===== config.mk =====
export PLATFORM = sky130hd
export DESIGN_NAME = pt_xlate
export DESIGN_NICKNAME = d
export VERILOG_FILES = /design/src/rtl/xlate_pkg.sv /design/src/rtl/xlate_ctrl.sv /design/src/rtl/xlate_dpath.sv /design/src/rtl/pt_xlate.sv
export SDC_FILE = /design/constraint.sdc
export NUM_CORES = 1
export LEC_CHECK = 0
export BUFFER_PORTS_ARGS = -buffer_cell sky130_fd_sc_hd__buf_2
export CORE_ASPECT_RATIO = 1.75
export CORE_MARGIN = 4
export CORE_UTILIZATION = 30
export CTS_BUF_LIST = sky130_fd_sc_hd__clkbuf_4 sky130_fd_sc_hd__clkbuf_8
export CTS_CLUSTER_DIAMETER = 30
export CTS_CLUSTER_SIZE = 25
export DETAILED_ROUTE_END_ITERATION = 6
export SLEW_MARGIN = 5
export SYNTH_ARGS = -nofsm -noshare
export SYNTH_HDL_FRONTEND = slang
export SYNTH_SLANG_ARGS = --single-unit

===== constraint.sdc =====
create_clock -name clk -period 3 [get_ports clk]
set_input_delay 0.15 -clock clk [delete_from_list [all_inputs] [get_ports clk]]
set_output_delay 0.15 -clock clk [all_outputs]
set_load 0.005 [all_outputs]

===== src/rtl/xlate_pkg.sv =====
package xlate_pkg;

  typedef enum logic [1:0] {
    KIND_LOAD  = 2'b00,
    KIND_STORE = 2'b01,
    KIND_FETCH = 2'b10,
    KIND_RSVD  = 2'b11
  } accKind_e;

  localparam logic [1:0] CAUSE_NONE   = 2'b00;
  localparam logic [1:0] CAUSE_ABSENT = 2'b01;
  localparam logic [1:0] CAUSE_RIGHTS = 2'b10;

  localparam int ENTRY_W    = 32;
  localparam int ENTRY_PRES = 31;
  localparam int ENTRY_RD   = 30;
  localparam int ENTRY_WR   = 29;
  localparam int ENTRY_EX   = 28;
  localparam int ENTRY_SHIFT = 2;

  typedef struct packed {
    logic takeReq;
    logic issueRead;
    logic takeEntry;
    logic respond;
  } ctlStrobe_t;

endpackage


===== src/rtl/xlate_ctrl.sv =====
module xlate_ctrl
  import xlate_pkg::*;
(
  input  logic       clk,
  input  logic       rstN,
  input  logic       reqValid,
  input  logic       memRespValid,
  output logic       reqReady,
  output ctlStrobe_t strobe
);

  typedef enum logic [1:0] {
    ST_IDLE  = 2'b00,
    ST_ISSUE = 2'b01,
    ST_WAIT  = 2'b10,
    ST_RESP  = 2'b11
  } state_e;

  state_e state, stateNext;

  always_comb begin
    stateNext = state;
    unique case (state)
      ST_IDLE:  if (reqValid) stateNext = ST_ISSUE;
      ST_ISSUE: stateNext = ST_WAIT;
      ST_WAIT:  if (memRespValid) stateNext = ST_RESP;
      ST_RESP:  stateNext = ST_IDLE;
      default:  stateNext = ST_IDLE;
    endcase
  end

  always_ff @(posedge clk) begin
    if (!rstN) state <= ST_IDLE;
    else       state <= stateNext;
  end

  always_comb begin
    reqReady          = (state == ST_IDLE);
    strobe.takeReq    = (state == ST_IDLE) && reqValid;
    strobe.issueRead  = (state == ST_ISSUE);
    strobe.takeEntry  = (state == ST_WAIT) && memRespValid;
    strobe.respond    = (state == ST_RESP);
  end

  AST_ACCEPT_DROPS_READY: assert property (@(posedge clk) disable iff (!rstN)
    (reqValid && reqReady) |=> (!reqReady && strobe.issueRead));

  AST_SINGLE_READ_STROBE: assert property (@(posedge clk) disable iff (!rstN)
    strobe.issueRead |=> !strobe.issueRead);

  AST_RESP_PULSE: assert property (@(posedge clk) disable iff (!rstN)
    strobe.respond |=> (!strobe.respond && reqReady));

  AST_RESP_AFTER_ENTRY: assert property (@(posedge clk) disable iff (!rstN)
    strobe.takeEntry |=> strobe.respond);

endmodule


===== src/rtl/xlate_dpath.sv =====
module xlate_dpath
  import xlate_pkg::*;
#(
  parameter int VADDR_W = 32,
  parameter int PADDR_W = 32,
  parameter int OFS_W   = 12,
  parameter int BASE_W  = 32
) (
  input  logic               clk,
  input  logic               rstN,
  input  ctlStrobe_t         strobe,
  input  logic               baseWrEn,
  input  logic [BASE_W-1:0]  baseWrData,
  input  logic [VADDR_W-1:0] reqVaddr,
  input  logic [1:0]         reqKind,
  input  logic [ENTRY_W-1:0] memRespData,
  output logic [BASE_W-1:0]  memAddr,
  output logic [PADDR_W-1:0] rspPaddr,
  output logic               rspFault,
  output logic [1:0]         rspCause
);

  localparam int VPN_W = VADDR_W - OFS_W;
  localparam int PPN_W = PADDR_W - OFS_W;

  logic [BASE_W-1:0]  baseReg;
  logic [BASE_W-1:0]  walkAddr;
  logic [OFS_W-1:0]   offsetReg;
  accKind_e           kindReg;
  logic [ENTRY_W-1:0] entryReg;
  logic [VPN_W-1:0]   reqVpn;
  logic [BASE_W-1:0]  entryOffset;

  assign reqVpn      = reqVaddr[VADDR_W-1:OFS_W];
  assign entryOffset = BASE_W'(reqVpn) << ENTRY_SHIFT;

  always_ff @(posedge clk) begin
    if (!rstN)         baseReg <= '0;
    else if (baseWrEn) baseReg <= baseWrData;
  end

  always_ff @(posedge clk) begin
    if (!rstN) begin
      walkAddr  <= '0;
      offsetReg <= '0;
      kindReg   <= KIND_LOAD;
    end else if (strobe.takeReq) begin
      walkAddr  <= baseReg + entryOffset;
      offsetReg <= reqVaddr[OFS_W-1:0];
      kindReg   <= accKind_e'(reqKind);
    end
  end

  always_ff @(posedge clk) begin
    if (!rstN)                 entryReg <= '0;
    else if (strobe.takeEntry) entryReg <= memRespData;
  end

  assign memAddr = walkAddr;

  logic present;
  logic permitted;

  always_comb begin
    present = entryReg[ENTRY_PRES];
    unique case (kindReg)
      KIND_LOAD:  permitted = entryReg[ENTRY_RD];
      KIND_STORE: permitted = entryReg[ENTRY_WR];
      KIND_FETCH: permitted = entryReg[ENTRY_EX];
      default:    permitted = 1'b0;
    endcase
  end

  always_comb begin
    if (!present) begin
      rspFault = 1'b1;
      rspCause = CAUSE_ABSENT;
      rspPaddr = '0;
    end else if (!permitted) begin
      rspFault = 1'b1;
      rspCause = CAUSE_RIGHTS;
      rspPaddr = '0;
    end else begin
      rspFault = 1'b0;
      rspCause = CAUSE_NONE;
      rspPaddr = {entryReg[PPN_W-1:0], offsetReg};
    end
  end

  AST_FAULT_HAS_CAUSE: assert property (@(posedge clk) disable iff (!rstN)
    strobe.respond |-> (rspFault == (rspCause != CAUSE_NONE)));

  AST_FAULT_ZERO_ADDR: assert property (@(posedge clk) disable iff (!rstN)
    (strobe.respond && rspFault) |-> (rspPaddr == '0));

  AST_WALK_ADDR_HELD: assert property (@(posedge clk) disable iff (!rstN)
    (!strobe.takeReq && !$past(strobe.takeReq)) |-> $stable(walkAddr));

endmodule


===== src/rtl/pt_xlate.sv =====
module pt_xlate
  import xlate_pkg::*;
#(
  parameter int VADDR_W = 32,
  parameter int PADDR_W = 32,
  parameter int OFS_W   = 12,
  parameter int BASE_W  = 32
) (
  input  logic               clk,
  input  logic               rstN,
  input  logic               baseWrEn,
  input  logic [BASE_W-1:0]  baseWrData,
  input  logic               reqValid,
  output logic               reqReady,
  input  logic [VADDR_W-1:0] reqVaddr,
  input  logic [1:0]         reqKind,
  output logic               memReq,
  output logic [BASE_W-1:0]  memAddr,
  input  logic               memRespValid,
  input  logic [31:0]        memRespData,
  output logic               rspValid,
  output logic [PADDR_W-1:0] rspPaddr,
  output logic               rspFault,
  output logic [1:0]         rspCause
);

  ctlStrobe_t strobe;

  xlate_ctrl uCtrl (
    .clk          (clk),
    .rstN         (rstN),
    .reqValid     (reqValid),
    .memRespValid (memRespValid),
    .reqReady     (reqReady),
    .strobe       (strobe)
  );

  xlate_dpath #(
    .VADDR_W (VADDR_W),
    .PADDR_W (PADDR_W),
    .OFS_W   (OFS_W),
    .BASE_W  (BASE_W)
  ) uDpath (
    .clk         (clk),
    .rstN        (rstN),
    .strobe      (strobe),
    .baseWrEn    (baseWrEn),
    .baseWrData  (baseWrData),
    .reqVaddr    (reqVaddr),
    .reqKind     (reqKind),
    .memRespData (memRespData),
    .memAddr     (memAddr),
    .rspPaddr    (rspPaddr),
    .rspFault    (rspFault),
    .rspCause    (rspCause)
  );

  assign memReq   = strobe.issueRead;
  assign rspValid = strobe.respond;

endmodule


Yosys cells after proc, flatten, opt, wreduce, memory -nomap -nowiden
Index checks and enable logic that the tools add are counted.
{ "classes": {"addsub": 1, "eq_ne": 7, "n_mux": 10, "reduce_logical": 5} }
{ "op_table": {"columns": ["operator", "n"], "rows": [
  ["two-way mux 32 bit", 2],
  ["adder 32 x 22 -> 32 bit", 1],
  ["two-way mux 2 bit", 4],
  ["one-hot mux 2 bit (4 select lines)", 1],
  ["== test 2 bit (second input constant)", 3],
  ["== test 2 x 1 -> 1 bit (second input constant)", 2],
  ["logical NOT 2 bit", 2],
  ["!= test 2 bit (second input constant)", 2],
  ["one-hot mux 1 bit (3 select lines)", 1],
  ["logical AND 1 bit", 2],
  ["two-way mux 1 bit", 2],
  ["AND reduction 2 bit", 1]
]} }
{ "word_totals": {"register_bits": 112, "input_bits": 103, "output_inout_bits": 70, "word_cells": 29} }

Logic depth before layout (Yosys ltp)
Gate-level depths: netlist (run 1).
{ "depth": {"ltp_word": 4, "ltp_mapped": 10, "mapped_depth_nobuf": 10} }

Cells and area by module
A second synthesis (run 1) with hierarchy kept.
{ "unflattened": {"cells_unflattened": 597, "hier_area_um2": 5421.4} }
{ "by_module_without_submodules": {"columns": ["mod", "instances", "cells_each", "area_per_inst_um2", "seq_area_each_um2"], "rows": [
  ["xlate_dpath", 1, 578, 5237.5, 2042.0],
  ["xlate_ctrl", 1, 19, 183.9, 40.0]
]} }

Worst setup path before layout (run 1)
OpenSTA, ideal clock, no wires.
{ "synth_path": {"kind": "flip-flop to flip-flop", "start": "register uDpath.baseReg[15]", "end": "register uDpath.walkAddr[28], in the netlist uDpath.memAddr[28]", "setup_time_ns": 0.133, "arrival_time_ns": 2.071, "t_required_ns": 2.867, "path_slack_ns": 0.796, "path_stages_with_launch": 9, "path_buffers": 0, "synth_period_minus_slack_ns": 2.204, "path_cell_list": "dfxtp_1 > ha_1 > a21o_1 > a21o_1 > a2111oi_4 > a21oi_2 > and3_4 > a2111oi_4 > a311oi_1"} }
{ "synth_between": {"elab_chain_cells": 1} }
{ "synth_lines": {"columns": ["item", "line", "text"], "rows": [
  ["start: declaration", "xlate_dpath.sv:26", "logic [BASE_W-1:0] baseReg;"],
  ["start signal: assignment", "xlate_dpath.sv:39", "else if (baseWrEn) baseReg <= baseWrData;"],
  ["adder 32 x 22 -> 32 bit", "xlate_dpath.sv:48", "walkAddr <= baseReg + entryOffset;"],
  ["end signal: assignment", "xlate_dpath.sv:48", null],
  ["end: declaration", "xlate_dpath.sv:27", "logic [BASE_W-1:0] walkAddr;"]
]} }
No other way between the ends.
A chain may end at the register's enable or synchronous reset.

Final worst setup path (run 1)
{ "layout_path": {"start": "register uDpath.baseReg[2]", "end": "register uDpath.walkAddr[30], in the netlist uDpath.memAddr[30]"} }
The elaborated chain is that of the path after synthesis.

==> results by group, run 1 <==
Logic synthesis
  • Library cells used by synthesis: 50
  • Ys async rst share: 0
  • Synth top area share: 0.389
  • Yosys reg bits: 104
  • Register area share after synthesis: 0.389
  • Ys Warns: 0
  • Cell taking the most area after synthesis: dfxtp_1
  • Synth Area per Inst: 8.46 um^2
  • Ys flop type: dfxtp_1
  • EDFF count, synth: 0
  • Cell area after synthesis: 5360 um^2
  • Top cells by area, synth: dfxtp_1 39%, nand2_1 8.4%, mux2i_1 6.4%
  • Syn nets: 761
  • Mapped Cells: 633

STA
  • Max-slew headroom: 0.219
  • Min Tclk post-route: 2600 ps
  • Peak Freq: 385 MHz
  • Fin Setup TNS: 0 ps
  • Max-slew violations: 0
  • Final hold violations: 0
  • Setup-failing EPs final: 0
  • Final period util: 0.866
  • Setup Skew: 11.2 ps
  • Worst slew pin tran: 1170 ps
  • RSZ-0062 raised after global routing: no

Cells and area
  • Most common cell after layout, fill and taps aside: buf_2
  • Share of cells above drive strength 1: 0.238
  • Antenna cells: 0
  • Final #Nets: 922
  • Most frequent cells in the layout: 164 x buf_2, 120 x nand2_1, 104 x dfxtp_1
  • Synth-to-layout area growth: 25.4%

Floorplan
  • Ports: 173
  • Chip Width: 109 um
  • Starting Density: 0.306
  • Total die area: 20,100 um^2
  • Die Y: 185 um
  • Core area: 17,500 um^2
  • Row count: 64

Drt
  • DRT iter0 DRCs: 177
  • Post-route DRC: 0
  • Vias/cell: 4.72
  • Via count: 4,852
  • DR WL/cell: 15.0 um
  • WL final: 15,400 um
  • Post-route ant nets: 0
  • Drt pass-1 iters: 4

Setup path
  • Startpoint Class: register
  • CP Capture Type: register
  • Critical path peak fanout: 4
  • WP data required: 3290 ps
  • Crit Path Class: register to register
  • Worst EP arrival: 2890 ps

Clock tree
  • CTS tree: yes
  • Clk sinks: 104
  • Worst-Skew Late Latency: 370 ps
  • Clk buf depth: 2
  • # Post-CTS Setup Buffers: 0
  • CTS Buf Count: 9
  • CTS H-tree depth: 3
  • Root Driver: clkbuf_8
  • Clock slew at reported path FFs: 90 ps

Place
  • Final GP Congestion: 0.790
  • Dpl hpwl: 11,600 um
  • # port buffers: 164

Global routing
  • Global-route wire length before repair: 23,700 um
  • Largest net degree at the start of global routing: 42
  • Number of global-route vias before repair: 4,771
  • Initial antenna violation count: 0
  • Gr usage total: 0.151
  • Grt ovf: 0

Pwr
  • Pwr/cell area: 536 nW/um^2
  • Power after layout: 0.00360 W
  • VDD IR max: 0.000234 V
  • Leak Pwr: 3.14 nW

Run status
  • Outcome: complete, no violations

Min path
  • HP Class: input pin to register

Flow run
  • Maxcap violations: 0
final cells by class:
cell class	count	area [um^2]
fillers	1893	10800
repair buffers	188	1050
flip-flops and latches	104	2080
clock buffers	13	160
clock inverters	1	5.00
well taps	231	289
multi-input cells	478	3080
inverters	13	48.8
Yosys cell counts (13+ instances only):
library cell  count
a21oi_1          27
inv_1            13
nor2_1           18
mux2i_1          34
o21ai_0          32
nand2_1         120
ha_1             24
a21boi_0         44
nor2b_1          36
and2_1           13
dfxtp_1         104
and3_1           34
clkbuf_1         30
stage by stage:
step,hold slack (ps),area [um^2],instances,setup slack (ps),util
floorplan,295,5360,633,796,-
global placement,402,6350,994,413,0.362
detailed placement,409,6350,994,374,0.362
CTS,0.240,6720,1028,337,0.383
global route,9.40,6720,1028,94.4,0.383
finish,25.9,6720,1028,403,0.383
worst max-delay path: stages, from the launching register on:
cell	delay (ps)
dfxtp_1	340
ha_1	210
inv_1	70
fa_1	380
nand2b_1	190
a21oi_1	260
o31ai_1	220
a211oi_1	410
o211ai_1	160
xor2_1	160
o21ai_0	130
metal layers:
metal	track usage	vias to the layer above	share of wire
li1	-	2492	-
met1	0.147	2229	0.37
met2	0.296	115	0.55
met3	0.0335	16	0.058
met4	0.0617	0	0.025
met5	0	-	0
path summary, 6_finish.rpt:
check / cells past startpoint / slack [ps] / end / startpoint
hold reg to reg: 2 / 460 / uDpath.memAddr[31] / uDpath.memAddr[31]
setup reg to reg: 10 / 400 / uDpath.memAddr[30] / uDpath.baseReg[2]
hold / removal: 3 / 30 / uDpath.entryReg[5] / memRespData[5]
setup / recovery: 10 / 400 / uDpath.memAddr[30] / uDpath.baseReg[2]
power by group:
part | internal (W) | total (W) | switching, W | leakage (nW)
combinational | 0.000450 | 0.00109 | 0.000645 | 2.20
sequential | 0.00159 | 0.00171 | 0.000125 | 0.852
clock | 0.000343 | 0.000792 | 0.000449 | 0.0896
total | 0.00238 | 0.00360 | 0.00122 | 3.14
timing repair:
item | CTS | global route
gates resized for setup | 0 | 0
hold buffers | 20 | 0
hold endpoints to repair | 20 | 0
setup endpoints to repair | 0 | 0
cells by family after synthesis:
| logic type | Yosys count | synth area share |
|---|---|---|
| XOR/XNOR | 21 | 0.0343 |
| multiplexers | 34 | 0.0635 |
| AO/OA/AOI/OAI | 149 | 0.193 |
| adder cells (fa/ha/maj) | 25 | 0.0598 |
| buffers and inverters | 51 | 0.0364 |
| flip-flops | 104 | 0.389 |
| AND/OR/NAND/NOR | 249 | 0.225 |
flip-flops by register name, indices dropped and copies added, names as in the netlist:
signal,flops
uDpath.baseReg,32
uDpath.memAddr,32
uDpath.entryReg,24
uDpath.offsetReg,12
uCtrl.state,2
uDpath.kindReg,2
(Power assumes the default switching activity.)
==> run 2: changes to the inputs <==
- CORE_UTILIZATION: 30 -> 23
- SKIP_LAST_GASP: unset -> 1
==> run 2 against run 1 <==
Against the previous run:
- sequential share of layout area fell by 2.6 points
- clock power is 22% higher
- worst hold slack improved by 12 ps
- setup slack got worse by 160 ps
- sequential power barely moved
- clock-buffer cell count is 2 lower
- via count is 5.5% higher
- die area rose by 29%
- combinational power rose by 8%
- maximum frequency decreased by 5.7%
- first-iteration DRC count is 12% lower
- total power up 7.1%
==> results by group, run 2 (synthesis gave the netlist of run 1 again) <==
Cells and area
  • Synth-to-layout area growth: 36.7% (was 25.4%)
  • Final Util: 0.321 (was 0.383)
  • Final #Nets: 969 (was 922)
  • Antenna cells: 0 (unchanged)
  • Share of cells above drive strength 1: 0.229 (was 0.238)
  • Most common cell after layout, fill and taps aside: buf_2 (unchanged)
  • Most frequent cells in the layout: 164 x buf_2, 119 x nand2_1, 104 x dfxtp_1 (was 164 x buf_2, 120 x nand2_1, 104 x dfxtp_1)

Setup path
  • Worst R2R End: uDpath.memAddr[26] (was uDpath.memAddr[30])
  • Reg-to-reg slack, setup: 250 ps (was 400 ps)
  • Crit Path Class: register to register (unchanged)
  • Critical path peak fanout: 4 (unchanged)
  • CP Capture Type: register (unchanged)
  • Reg2reg start: uDpath.baseReg[2] (unchanged)
  • Worst EP arrival: 3030 ps (was 2890 ps)
  • Crit path launch: uDpath.baseReg[2] (unchanged)
  • Startpoint Class: register (unchanged)
  • WP data required: 3280 ps (was 3290 ps)
  • Reg2Reg Depth: 10 (unchanged)

Clock tree
  • CTS H-tree depth: 3 (unchanged)
  • Root Driver: clkbuf_8 (unchanged)
  • CTS tree: yes (unchanged)
  • Clk sinks: 104 (unchanged)
  • Clock slew at reported path FFs: 100 ps (was 90 ps)
  • CTS Buf Count: 9 (unchanged)
  • Post-CTS resize count: 0 (unchanged)
  • Clk buf depth: 2 (unchanged)
  • Worst-Skew Late Latency: 400 ps (was 370 ps)

Global routing
  • Global-route wire length before repair: 25,900 um (was 23,700 um)
  • Initial antenna violation count: 0 (unchanged)
  • Grt ovf: 0 (unchanged)
  • Gr usage total: 0.129 (was 0.151)
  • Largest net degree at the start of global routing: 57 (was 42)
  • Number of global-route vias before repair: 4,978 (was 4,771)

STA
  • Setup-failing EPs final: 0 (unchanged)
  • Fin Setup TNS: 0 ps (unchanged)
  • Min Tclk post-route: 2750 ps (was 2600 ps)
  • Worst slew pin tran: 1260 ps (was 1170 ps)
  • Peak Freq: 363 MHz (was 385 MHz)
  • Final period util: 0.918 (was 0.866)
  • Max-slew violations: 0 (unchanged)
  • Max-slew headroom: 0.163 (was 0.219)
  • Setup Skew: 11.6 ps (was 11.2 ps)
  • Final hold violations: 0 (unchanged)
  • Final worst setup slack: 247 ps (was 403 ps)
  • RSZ-0062 raised after global routing: no (unchanged)

Pwr
  • Seq pwr share: 0.444 (was 0.476)
  • Int Pwr: 0.00253 W (was 0.00238 W)
  • VDD IR max: 0.000257 V (was 0.000234 V)
  • Clock network power share: 0.250 (was 0.220)
  • Net Sw Frac: 0.344 (was 0.339)
  • Combinational power share: 0.306 (was 0.304)
  • Pwr/cell area: 527 nW/um^2 (was 536 nW/um^2)
  • Psw: 0.00133 W (was 0.00122 W)
  • Leak Pwr: 3.36 nW (was 3.14 nW)

Min path
  • Launch point of the worst hold path: baseWrData[4] (was memRespData[5])
  • HP Class: input pin to register (unchanged)
  • Min-Delay Endpoint: uDpath.baseReg[4] (was uDpath.entryReg[5])
  • Hold depth: 3 (unchanged)

Flow run
  • Maxcap violations: 0 (unchanged)

Drt
  • Drt pass-1 iters: 4 (unchanged)
  • WL final: 17,000 um (was 15,400 um)
  • Post-route DRC: 0 (unchanged)
  • DRT iter0 DRCs: 155 (was 177)
  • DR WL/cell: 14.9 um (was 15.0 um)
  • Vias/cell: 4.47 (was 4.72)
  • Post-route ant nets: 0 (unchanged)
  • Via count: 5,121 (was 4,852)

Place
  • Final GP Congestion: 0.842 (was 0.790)
  • # port buffers: 164 (unchanged)
  • Dpl hpwl: 12,600 um (was 11,600 um)
  • Pre-CTS setup slack: 301 ps (was 374 ps)

Run status
  • Outcome: complete, no violations (unchanged)

Floorplan
  • Die Y: 210 um (was 185 um)
  • Chip Width: 123 um (was 109 um)
  • Starting Density: 0.235 (was 0.306)
  • Core area: 22,800 um^2 (was 17,500 um^2)
  • Ports: 173 (unchanged)
  • Row count: 73 (was 64)
  • Total die area: 25,900 um^2 (was 20,100 um^2)
## run 2: how the worst max path moves through the flow
stage	to	slack [ps]	cells after the start
after global routing	uDpath.memAddr[22]	50	10
final	uDpath.memAddr[26]	250	10
after detailed placement	uDpath.memAddr[26]	300	10
after floorplan	uDpath.memAddr[28]	800	8
after CTS	uDpath.memAddr[26]	280	10
after global placement	uDpath.memAddr[26]	320	10
## run 2: repair_timing
action                    in CTS  in global routing
buffers inserted               0                  0
hold buffers                  66                  0
hold endpoints to repair      66                  0
## run 2: power groups by stage
| stage | clock, W | combinational, W | sequential, W |
|---|---|---|---|
| 6_report | 0.000964 | 0.00118 | 0.00171 |
| 5_1_grt | 0.00106 | 0.00133 | 0.00174 |
| 4_1_cts | 0.00102 | 0.00121 | 0.00172 |
| 3_5_place_dp | 0 | 0.00114 | 0.00175 |
| 3_3_place_gp | 0 | 0.00113 | 0.00174 |
| 2_1_floorplan | 0 | 0.000700 | 0.00172 |
## run 2: metrics by stage
stage / instance area, um^2 / std cells / total power (W) / hold slack [ps]
floorplan: 5360 / 633 / 0.00242 / 295
global placement: 6450 / 1064 / 0.00287 / 405
detailed placement: 6450 / 1064 / 0.00289 / 410
CTS: 7320 / 1146 / 0.00394 / 0.0498
global route: 7320 / 1146 / 0.00413 / 9.36
finish: 7320 / 1146 / 0.00386 / 38.2
## run 2: cell type report
class	count	area [um^2]
fillers	2418	15500
flip-flops and latches	104	2080
repair buffers	235	1520
inverters	13	48.8
clock buffers	11	151
multi-input cells	478	3090
clock inverters	5	61.3
well taps	300	375
## run 2: metal layers
layer | track usage | vias to the layer above | wire length (um)
li1 | - | 2599 | -
met1 | 0.131 | 2360 | 6510
met2 | 0.245 | 134 | 9170
met3 | 0.0251 | 28 | 786
met4 | 0.0635 | 0 | 563
met5 | 0 | - | 0
## run 2: worst max-delay path, stage by stage (launching register included)
cell	delay (ps)
dfxtp_1	330
ha_1	220
inv_1	80
fa_1	200
nand2b_1	160
a21oi_1	120
o31ai_1	770
a211oi_1	260
o21ai_0	270
xor2_1	170
a21oi_1	80
==> run 3: changes to the inputs <==
- ABC_AREA: unset -> 1
- SYNTH_HIERARCHICAL: unset -> 1
==> run 3 against run 2 <==
Against the previous run:
- area after synthesis rose by 9.8%
- clock power fell by 6.8%
- critical endpoint is now uDpath/memAddr[22]
- global-route usage grew 0.28 points
- total power up 6.2%
- worst hold slack worse by 12 ps
- die area rose by 9.3%
- sequential cell count unchanged
- via count grew 18%
- wire length increased by 9.2%
- first-iteration DRC count is 29% higher
==> results by group, run 3 <==
Global routing
  • Gr usage total: 0.132 (was 0.129)
  • Initial antenna violation count: 1 (was 0)
  • Largest net degree at the start of global routing: 53 (was 57)
  • Grt ovf: 0 (unchanged)
  • Global-route wire length before repair: 29,300 um (was 25,900 um)
  • Number of global-route vias before repair: 5,902 (was 4,978)

Floorplan
  • Die Y: 220 um (was 210 um)
  • Chip Width: 129 um (was 123 um)
  • Total die area: 28,300 um^2 (was 25,900 um^2)
  • Starting Density: 0.233 (was 0.235)
  • Core area: 25,200 um^2 (was 22,800 um^2)
  • Row count: 77 (was 73)
  • Ports: 173 (unchanged)

Logic synthesis
  • Most frequent cells after synthesis: 177 x nand2_1, 169 x nor2_1, 158 x inv_1 (was 120 x nand2_1, 104 x dfxtp_1, 44 x a21boi_0)
  • Cell area after synthesis: 5880 um^2 (was 5360 um^2)
  • Most common cell in the netlist: nand2_1 (unchanged)
  • Cell taking the most area after synthesis: dfxtp_1 (unchanged)
  • Syn nets: 1,052 (was 761)
  • Register area share after synthesis: 0.354 (was 0.389)
  • Library cells used by synthesis: 31 (was 50)
  • EDFF count, synth: 0 (unchanged)
  • Top cells by area, synth: dfxtp_1 35%, nand2_1 11%, nor2_1 11% (was dfxtp_1 39%, nand2_1 8.4%, mux2i_1 6.4%)
  • Synth Area per Inst: 6.37 um^2 (was 8.46 um^2)
  • Synth top area share: 0.354 (was 0.389)
  • Ys async rst share: 0 (unchanged)
  • Ys flop type: dfxtp_1 (unchanged)
  • Ys Warns: 6 (was 0)
  • Mapped Cells: 923 (was 633)
  • Yosys reg bits: 104 (unchanged)

Min path
  • Launch point of the worst hold path: reqVaddr[3] (was baseWrData[4])
  • Min-Delay Endpoint: uDpath/offsetReg[3] (was uDpath.baseReg[4])
  • HP Class: input pin to register (unchanged)
  • Hold depth: 3 (unchanged)

Clock tree
  • Root Driver: clkbuf_8 (unchanged)
  • Clk buf depth: 2 (unchanged)
  • Post-CTS resize count: 0 (unchanged)
  • Worst-Skew Late Latency: 410 ps (was 400 ps)
  • Clock slew at reported path FFs: 110 ps (was 100 ps)
  • CTS H-tree depth: 3 (unchanged)
  • Clk sinks: 104 (unchanged)
  • CTS tree: yes (unchanged)
  • CTS Buf Count: 9 (unchanged)

STA
  • Final hold violations: 0 (unchanged)
  • RSZ-0062 raised after global routing: no (unchanged)
  • Setup Skew: 24.7 ps (was 11.6 ps)
  • Min Tclk post-route: 2170 ps (was 2750 ps)
  • Setup-failing EPs final: 0 (unchanged)
  • Final period util: 0.724 (was 0.918)
  • Worst hold margin: 26.6 ps (was 38.2 ps)
  • Worst slew pin tran: 848 ps (was 1260 ps)
  • Final worst setup slack: 828 ps (was 247 ps)
  • Max-slew headroom: 0.434 (was 0.163)
  • Max-slew violations: 0 (unchanged)
  • Peak Freq: 460 MHz (was 363 MHz)
  • Fin Setup TNS: 0 ps (unchanged)

Setup path
  • Worst EP arrival: 2480 ps (was 3030 ps)
  • CP Capture Type: register (unchanged)
  • Reg2Reg Depth: 13 (was 10)
  • CP max stage delay: 400 ps (was 770 ps)
  • Crit path launch: uDpath/baseReg[2] (was uDpath.baseReg[2])
  • WP data required: 3310 ps (was 3280 ps)
  • Critical path peak fanout: 4 (unchanged)
  • Worst R2R End: uDpath/memAddr[22] (was uDpath.memAddr[26])
  • CP top delay family: simple AND/OR/NAND/NOR gates (was compound AO/OA/AOI/OAI gates)
  • Reg2reg start: uDpath/baseReg[2] (was uDpath.baseReg[2])
  • Crit Path Class: register to register (unchanged)
  • Startpoint Class: register (unchanged)
  • Crit path buf inv count: 3 (was 1)
  • Critical path cell sequence: ha_1 -> inv_1 -> fa_1 -> inv_1 -> nand3_1 -> nand3_2 -> nand3_1 -> nand2_1 -> nand2_1 -> nand3_1 -> nand3_1 -> nand2_1 -> inv_1 (was ha_1 -> inv_1 -> fa_1 -> nand2b_1 -> a21oi_1 -> o31ai_1 -> a211oi_1 -> o21ai_0 -> xor2_1 -> a21oi_1)
  • Reg-to-reg slack, setup: 830 ps (was 250 ps)
  • Crit-path most repeated cell: nand3_1 (was a21oi_1)
  • Worst path slowest cell: fa_1 (was o31ai_1)

Run status
  • Outcome: complete, no violations (unchanged)

Cells and area
  • Share of cells above drive strength 1: 0.202 (was 0.229)
  • # fillers: 2,842 (was 2,418)
  • Final #Nets: 1,243 (was 969)
  • Synth-to-layout area growth: 29.8% (was 36.7%)
  • Area occupied by registers: 2080 um^2 (unchanged)
  • Most common cell after layout, fill and taps aside: nand2_1 (was buf_2)
  • Area of the multi-input gates: 3060 um^2 (was 3090 um^2)
  • Most frequent cells in the layout: 177 x nand2_1, 169 x nor2_1, 164 x buf_2 (was 164 x buf_2, 119 x nand2_1, 104 x dfxtp_1)

Flow run
  • Maxcap violations: 0 (unchanged)

Drt
  • Post-route ant nets: 0 (unchanged)
  • Vias/cell: 4.22 (was 4.47)
  • Top sig layer: met4 (unchanged)
  • DR WL/cell: 13.0 um (was 14.9 um)
  • Drt pass-1 iters: 4 (unchanged)
  • DRT iter0 DRCs: 200 (was 155)
  • Via count: 6,056 (was 5,121)
  • Post-route DRC: 0 (unchanged)
  • Met2 routed WL: 9740 um (was 9170 um)
  • WL met3: 483 um (was 786 um)
  • WL final: 18,600 um (was 17,000 um)
  • Met1 wire length: 7420 um (was 6510 um)

Place
  • Pre-CTS setup slack: 846 ps (was 301 ps)
  • Dpl hpwl: 14,500 um (was 12,600 um)
  • Final GP Congestion: 0.869 (was 0.842)
  • # port buffers: 164 (unchanged)

Pwr
  • VDD IR max: 0.000259 V (was 0.000257 V)
  • Pwr/cell area: 536 nW/um^2 (was 527 nW/um^2)
  • Power after layout: 0.00409 W (was 0.00386 W)
  • Leak Pwr: 3.96 nW (was 3.36 nW)
[run 3: layout make-up]
class,count,area share
Multi-Input combinational cell,625,0.401
Sequential cell,104,0.273
Timing Repair Buffer,213,0.169
Inverter,161,0.0791
Tap cell,316,0.0518
Clock buffer,12,0.0216
Clock inverter,4,0.00442
Antenna cell,1,0.000328
[run 3: layer usage]
metal | up-vias | GRT usage
met4 | 0 | 0.0795
met1 | 2663 | 0.142
met5 | - | 0
met3 | 45 | 0.0206
li1 | 3227 | -
met2 | 121 | 0.238
[run 3: cells by family (layout without fill, tap and decap cells)]
family,Yosys count,after routing,synth area share
compound gates,154,154,0.132
other cells,0,1,0
fa+ha+maj,26,26,0.0566
simple gates,433,433,0.314
flops,104,104,0.354
buf+inv,194,390,0.126
xor+xnor,12,12,0.0179
[run 3: where the power goes]
part           switching (W)  leakage (nW)  internal [W]
sequential          0.000127         0.858       0.00167
combinational       0.000860          3.00      0.000541
clock               0.000521        0.0996      0.000378
total                0.00151          3.96       0.00259
[run 3: worst reg2reg max path, stage by stage (launching register included)]
cell and delay (ps):
dfxtp_1 350, ha_1 260, inv_1 80, fa_1 400, inv_1 100, nand3_1 90
nand3_2 130, nand3_1 110, nand2_1 180, nand2_1 100, nand3_1 80, nand3_1 80
nand2_1 90, inv_1 40
[run 3: timing repair]
| item | CTS | global route |
|---|---|---|
| setup buffers | 0 | 0 |
| hold endpoints to repair | 41 | 0 |
| hold buffers | 41 | 0 |
[run 3: worst max path at each step]
stage,cells after the start,endpoint
after detailed placement,13,uDpath/memAddr[22]
after CTS,13,uDpath/memAddr[22]
final,13,uDpath/memAddr[22]
after global routing,13,uDpath/memAddr[30]
after floorplan,14,uDpath/memAddr[18]
after global placement,13,uDpath/memAddr[30]
[run 3: through the flow]
step | cells | instance area [um^2] | utilization
after global placement | 1378 | 7020 | 0.278
after CTS | 1435 | 7630 | 0.302
after global routing | 1436 | 7640 | 0.303
after detailed placement | 1378 | 7020 | 0.278
final | 1436 | 7640 | 0.303
after floorplan | 923 | 5880 | -
